--- src/rtl/scc_pkg.sv ---
package scc_pkg;

    // Pacing mode of the shift sequencer
    typedef enum logic {
        PACE_IDLE = 1'b0,
        PACE_RUN  = 1'b1
    } pace_mode_t;

endpackage

--- src/rtl/scc_chain.sv ---
// Scan chain storage: bit 0 takes the new serial bit, the top bit leaves.
module scc_chain #(
    parameter int CHAIN_LEN = 16
) (
    input  logic clk,
    input  logic rst_n,
    input  logic shift_fire,
    input  logic sdi,
    output logic head_bit,
    output logic tail_diff
);

    typedef struct packed {
        logic [CHAIN_LEN-1:0] bits;
    } chain_st_t;

    chain_st_t st_d, st_q;

    always_comb begin
        st_d = st_q;
        if (shift_fire) begin
            st_d.bits = {st_q.bits[CHAIN_LEN-2:0], sdi};
        end
    end

    always_ff @(posedge clk or negedge rst_n) begin
        if (!rst_n) begin
            st_q <= '0;
        end else begin
            st_q <= st_d;
        end
    end

    assign head_bit  = st_q.bits[0];
    // pair that disappears when the top bit is shifted out
    assign tail_diff = st_q.bits[CHAIN_LEN-1] ^ st_q.bits[CHAIN_LEN-2];

endmodule

--- src/rtl/scc_activity.sv ---
// Incremental neighbour-difference counter and rate-bin selector.
module scc_activity #(
    parameter int CHAIN_LEN = 16,
    parameter int NUM_RATES = 4,
    localparam int CNT_W    = $clog2(CHAIN_LEN + 1),
    localparam int RATE_W   = $clog2(NUM_RATES)
) (
    input  logic              clk,
    input  logic              rst_n,
    input  logic              shift_fire,
    input  logic              sdi,
    input  logic              head_bit,
    input  logic              tail_diff,
    output logic [CNT_W-1:0]  cnt,
    output logic [RATE_W-1:0] rate
);

    typedef struct packed {
        logic [CNT_W-1:0]  cnt;
        logic [RATE_W-1:0] rate;
    } act_st_t;

    act_st_t            st_d, st_q;
    logic [CNT_W-1:0]   nxt_cnt;
    logic [NUM_RATES-2:0] at_or_above;

    // count after this cycle: a new pair appears at the entry, one leaves at the top
    always_comb begin
        nxt_cnt = st_q.cnt;
        if (shift_fire) begin
            nxt_cnt = st_q.cnt + CNT_W'(sdi ^ head_bit) - CNT_W'(tail_diff);
        end
    end

    // one threshold comparator per bin boundary
    for (genvar g = 1; g < NUM_RATES; g++) begin : g_edge
        assign at_or_above[g-1] = (int'(nxt_cnt) * NUM_RATES) >= (g * CHAIN_LEN);
    end

    always_comb begin
        logic [RATE_W-1:0] sum;
        sum = '0;
        for (int i = 0; i < NUM_RATES - 1; i++) begin
            sum = sum + RATE_W'(at_or_above[i]);
        end
        st_d      = st_q;
        st_d.cnt  = nxt_cnt;
        st_d.rate = sum;
    end

    always_ff @(posedge clk or negedge rst_n) begin
        if (!rst_n) begin
            st_q <= '0;
        end else begin
            st_q <= st_d;
        end
    end

    assign cnt  = st_q.cnt;
    assign rate = st_q.rate;

endmodule

--- src/rtl/scc_pacer.sv ---
// Period counter and vector sequencer producing the shift strobe.
module scc_pacer
    import scc_pkg::*;
#(
    parameter int CHAIN_LEN = 16,
    parameter int NUM_RATES = 4,
    localparam int RATE_W   = $clog2(NUM_RATES),
    localparam int BIT_W    = $clog2(CHAIN_LEN + 1)
) (
    input  logic              clk,
    input  logic              rst_n,
    input  logic              start,
    input  logic [RATE_W-1:0] rate,
    output logic              shift_fire,
    output logic              shift_strobe,
    output logic              done_strobe
);

    typedef struct packed {
        pace_mode_t        mode;
        logic [RATE_W-1:0] pcnt;
        logic [BIT_W-1:0]  shifts;
        logic              strobe;
        logic              done;
    } pace_st_t;

    pace_st_t st_d, st_q;

    // the period ends when the wait count reaches the selected bin
    assign shift_fire = (st_q.mode == PACE_RUN) && (st_q.pcnt == rate);

    always_comb begin
        st_d        = st_q;
        st_d.strobe = 1'b0;
        st_d.done   = 1'b0;
        unique case (st_q.mode)
            PACE_IDLE: begin
                if (start) begin
                    st_d.mode = PACE_RUN;
                    st_d.pcnt = '0;
                end
            end
            PACE_RUN: begin
                if (shift_fire) begin
                    st_d.pcnt   = '0;
                    st_d.strobe = 1'b1;
                    if (st_q.shifts == BIT_W'(CHAIN_LEN - 1)) begin
                        st_d.shifts = '0;
                        st_d.done   = 1'b1;
                        st_d.mode   = PACE_IDLE;
                    end else begin
                        st_d.shifts = st_q.shifts + 1'b1;
                    end
                end else begin
                    st_d.pcnt = st_q.pcnt + 1'b1;
                end
            end
            default: st_d.mode = PACE_IDLE;
        endcase
    end

    always_ff @(posedge clk or negedge rst_n) begin
        if (!rst_n) begin
            st_q <= '{mode: PACE_IDLE, pcnt: '0, shifts: '0, strobe: 1'b0, done: 1'b0};
        end else begin
            st_q <= st_d;
        end
    end

    assign shift_strobe = st_q.strobe;
    assign done_strobe  = st_q.done;

endmodule

--- src/rtl/scan_rate_ctrl.sv ---
// Top: scan shift pacing from live chain activity.
// NUM_RATES must be a power of two and at least 2; CHAIN_LEN at least 2.
module scan_rate_ctrl #(
    parameter int CHAIN_LEN = 16,
    parameter int NUM_RATES = 4,
    localparam int CNT_W    = $clog2(CHAIN_LEN + 1),
    localparam int RATE_W   = $clog2(NUM_RATES)
) (
    input  logic              clk,
    input  logic              rst_n,
    input  logic              start,
    input  logic              sdi,
    output logic              shift_en,
    output logic [RATE_W-1:0] rate_idx,
    output logic [CNT_W-1:0]  trans_cnt,
    output logic              vec_done
);

    logic shift_fire;
    logic head_bit;
    logic tail_diff;

    scc_chain #(
        .CHAIN_LEN (CHAIN_LEN)
    ) u_chain (
        .clk        (clk),
        .rst_n      (rst_n),
        .shift_fire (shift_fire),
        .sdi        (sdi),
        .head_bit   (head_bit),
        .tail_diff  (tail_diff)
    );

    scc_activity #(
        .CHAIN_LEN (CHAIN_LEN),
        .NUM_RATES (NUM_RATES)
    ) u_activity (
        .clk        (clk),
        .rst_n      (rst_n),
        .shift_fire (shift_fire),
        .sdi        (sdi),
        .head_bit   (head_bit),
        .tail_diff  (tail_diff),
        .cnt        (trans_cnt),
        .rate       (rate_idx)
    );

    scc_pacer #(
        .CHAIN_LEN (CHAIN_LEN),
        .NUM_RATES (NUM_RATES)
    ) u_pacer (
        .clk          (clk),
        .rst_n        (rst_n),
        .start        (start),
        .rate         (rate_idx),
        .shift_fire   (shift_fire),
        .shift_strobe (shift_en),
        .done_strobe  (vec_done)
    );

endmodule

--- config.mk ---
export PLATFORM = sky130hd
export DESIGN_NAME = scan_rate_ctrl
export DESIGN_NICKNAME = d
export VERILOG_FILES = /design/src/rtl/scc_pkg.sv /design/src/rtl/scc_chain.sv /design/src/rtl/scc_activity.sv /design/src/rtl/scc_pacer.sv /design/src/rtl/scan_rate_ctrl.sv
export SDC_FILE = /design/constraint.sdc
export NUM_CORES = 1
export LEC_CHECK = 0
export BUFFER_PORTS_ARGS = -buffer_cell sky130_fd_sc_hd__buf_2
export CAP_MARGIN = 20
export CORE_ASPECT_RATIO = 0.7
export CORE_MARGIN = 2
export CORE_UTILIZATION = 45
export DETAILED_ROUTE_END_ITERATION = 8
export GPL_ROUTABILITY_DRIVEN = 0
export GPL_TIMING_DRIVEN = 0
export HOLD_SLACK_MARGIN = 0.03
export PLACE_DENSITY = 0.62
export SYNTH_ARGS = -nofsm -noshare
export SYNTH_HDL_FRONTEND = slang
export SYNTH_HIERARCHICAL = 1
export SYNTH_SLANG_ARGS = --single-unit
--- constraint.sdc ---
create_clock -name clk -period 2.9 [get_ports clk]
set_clock_uncertainty 0.2 [all_clocks]
set_input_delay 0.29 -clock clk [delete_from_list [all_inputs] [get_ports clk]]
set_output_delay 0.29 -clock clk [all_outputs]
set_load 0.01 [all_outputs]
==> qor.csv <==
metric;value;unit
grt_pass1_vias;1106;
worstPathRequired;2.84;ns
port_buffers;12;
cp-end-kind;flop;
min_period;3.01;ns
ant_nets;0;
syn_to_final_growth;16.0;%
startpoint_type;flop;
worstPathCellList;xor2_1 -> ha_1 -> inv_1 -> ha_2 -> inv_2 -> fa_2 -> nand2b_4 -> a21oi_4 -> xnor2_2 -> o221ai_1 -> a22o_1 -> fa_1;
ys_ff_latch;33;
clk_pin_slew_worst_paths;0.06;ns
cts_made_buffers;5;
min_path_type;in2reg;
clk_latency;0.27;ns
dp_worst_setup_slack;-0.207;ns
grt_max_degree;34;
fin_nets;173;
tightest_slew;0.717;ns
rsz0062_at_grt;yes;
violations;setup timing;
period_share;104;%
synth_ff_type;dfrtp_1;
clkSinkCount;33;
cp_data_arrival_time;2.95;ns
drcViolationCount;0;
critPathKind;reg2reg;
final_max_slew_viol_count;0;
cts_root_buf;clkbuf_8;
final_cell_area;2020;sq um
wl_per_cell;13.2;um
syn_nets;148;
drive_gt1_share;38.3;%
fmax;332;MHz
fin_cells;212;
row_count;18;
syn_inst;136;
avgSynthCellArea;12.8;sq um
synth_compound_area_share;8.63;%
dieArea;4390;sq um
dp.final_hpwl;1990;um
grt_antenna_before_repair;0;
synth_area_leaders;dfrtp_1 47%, mux2_4 9.5%, mux2_2 4.5%;
htree_levels;2;
ff2ff_setup_slack;-0.11;ns
synth_top_family_by_area;multiplexers;
grt_pass1_wl;5150;um
cts_tree;done;
crit_buf_inv;2;
overflow;0;
vias;1058;
synth-simple-area-share;12.1;%
drv_cap;0;
antennaDiodeCount;0;
ys_seq_area_share;47.5;%
final_common_cell;dfrtp_1;
placed_cells;198;
setup_slack;-0.110;ns
placed_area;1870;sq um
synth_edf_count;0;
synthArstFlopShare;100;%
chipWidth;78.3;um
slowest_stage;fa_1;
cts_buffer_depth;2;
setup_violations;2;
post_drt_via_cell_ratio;4.99;
drt_iter0_markers;59;
synth_area_leader_cell;dfrtp_1;
synthMuxAreaShare;15.2;%
start_util;48.3;%
cp_max_fo;3;
coreArea;3600;sq um
status;finished, violations left;
dieHeight;56.0;um
drtPass1Iterations;4;
synth_xor_xnor_area_share;5.32;%
ys_warn_count;6;
wirelength;2790;um
synthAdderAreaFrac;6.62;%
hold_viol;0;
most-common-layout-cells;33 x dfrtp_1, 13 x buf_2, 11 x mux2_4;
relSlewSlack;52.2;%
grt.total_usage;15.1;%
yosys.area.top_type_share;47.5;%
worst_path_largest_cell_delay;0.42;ns
cp_top_family;adder cells;
ios;13;
netlist_area;1740;sq um
synth_cell_type_count;45;
==> cell families (layout without fill, tap and decap cells) <==
group | after synthesis | count (layout)
adders and majority gates | 8 | 8
muxes | 20 | 20
and+or+nand+nor | 34 | 34
xor gates and xnor gates | 8 | 8
AOI/OAI and AO/OA | 19 | 19
buffers and inverters | 14 | 40
DFF | 33 | 33
==> per-stage QoR <==
step / utilization [%] / TNS (ns) / hold WS, ns
after detailed placement: 52.0 / -0.359 / 0.187
after global placement: 52.0 / -0.316 / 0.173
after global routing: 56.0 / -0.430 / 0.0857
after CTS: 56.0 / -0.165 / 0.0675
final: 56.0 / -0.160 / 0.0769
after floorplan: - / -0.0546 / -0.206
==> layer usage <==
layer	vias to the layer above	track usage, %	routed length, um
met5	-	0	0
met4	0	4.51	27
met3	5	4.55	107
met2	16	22.2	1200
met1	520	21.5	1450
li1	517	-	-
==> flip-flops by register name, summed over array words and instances (netlist names) <==
| register | count |
|---|---|
| u_activity/cnt | 5 |
| u_activity/rate | 2 |
| u_chain/st_q | 16 |
| u_pacer/done_strobe | 1 |
| u_pacer/shift_strobe | 1 |
| u_pacer/st_q | 8 |
==> Yosys cell counts, types with 2 or more instances <==
| library cell | n |
|---|---|
| xnor2_1 | 3 |
| a21oi_1 | 3 |
| xor2_1 | 2 |
| mux2i_1 | 2 |
| dfrtp_1 | 33 |
| inv_1 | 9 |
| ha_1 | 6 |
| xor2_2 | 3 |
| a22o_1 | 2 |
| o21ai_0 | 3 |
| nand3_1 | 3 |
| nor2_1 | 7 |
| nand2b_1 | 7 |
| mux2_4 | 11 |
| and2b_2 | 2 |
| fa_1 | 2 |
| nand2_1 | 4 |
| mux2_2 | 7 |
==> worst reg2reg max path, cell delays in order (launching register included) <==
cell	delay [ns]
dfrtp_1	0.39
xor2_1	0.17
ha_1	0.29
inv_1	0.06
ha_2	0.18
inv_2	0.04
fa_2	0.33
nand2b_4	0.17
a21oi_4	0.16
xnor2_2	0.14
o221ai_1	0.12
a22o_1	0.21
fa_1	0.42
==> repair_timing <==
action | in CTS | in global routing
hold endpoints to repair | 33 | 0
pin swaps | 9 | 1
hold buffers | 1 | 0
setup endpoints to repair | 2 | 2
gates resized for setup | 2 | 0
setup buffers | 5 | 0
gates cloned | 0 | 0
==> final timing paths <==
path,start,endpoint,cells past startpoint
max in group asynchronous,rst_n,u_activity/rate[1],2
min,start,u_pacer/st_q[9],3
max reg2reg,u_chain/st_q[14],u_activity/rate[0],12
max,u_chain/st_q[14],u_activity/rate[0],12
min reg2reg,u_chain/st_q[2],u_chain/st_q[2],1
min in group asynchronous,rst_n,u_chain/st_q[4],2
==> cell type report <==
class | count | area (sq um)
Buffer | 4 | 43.8
Timing Repair Buffer | 18 | 108
Sequential cell | 33 | 826
Inverter | 10 | 37.5
Tap cell | 50 | 62.6
Clock buffer | 8 | 80.1
Fill cell | 328 | 1590
Multi-Input combinational cell | 89 | 860
Power is not shown: default switching activity piles up to over one toggle a cycle in this logic, so the estimate is an artifact.
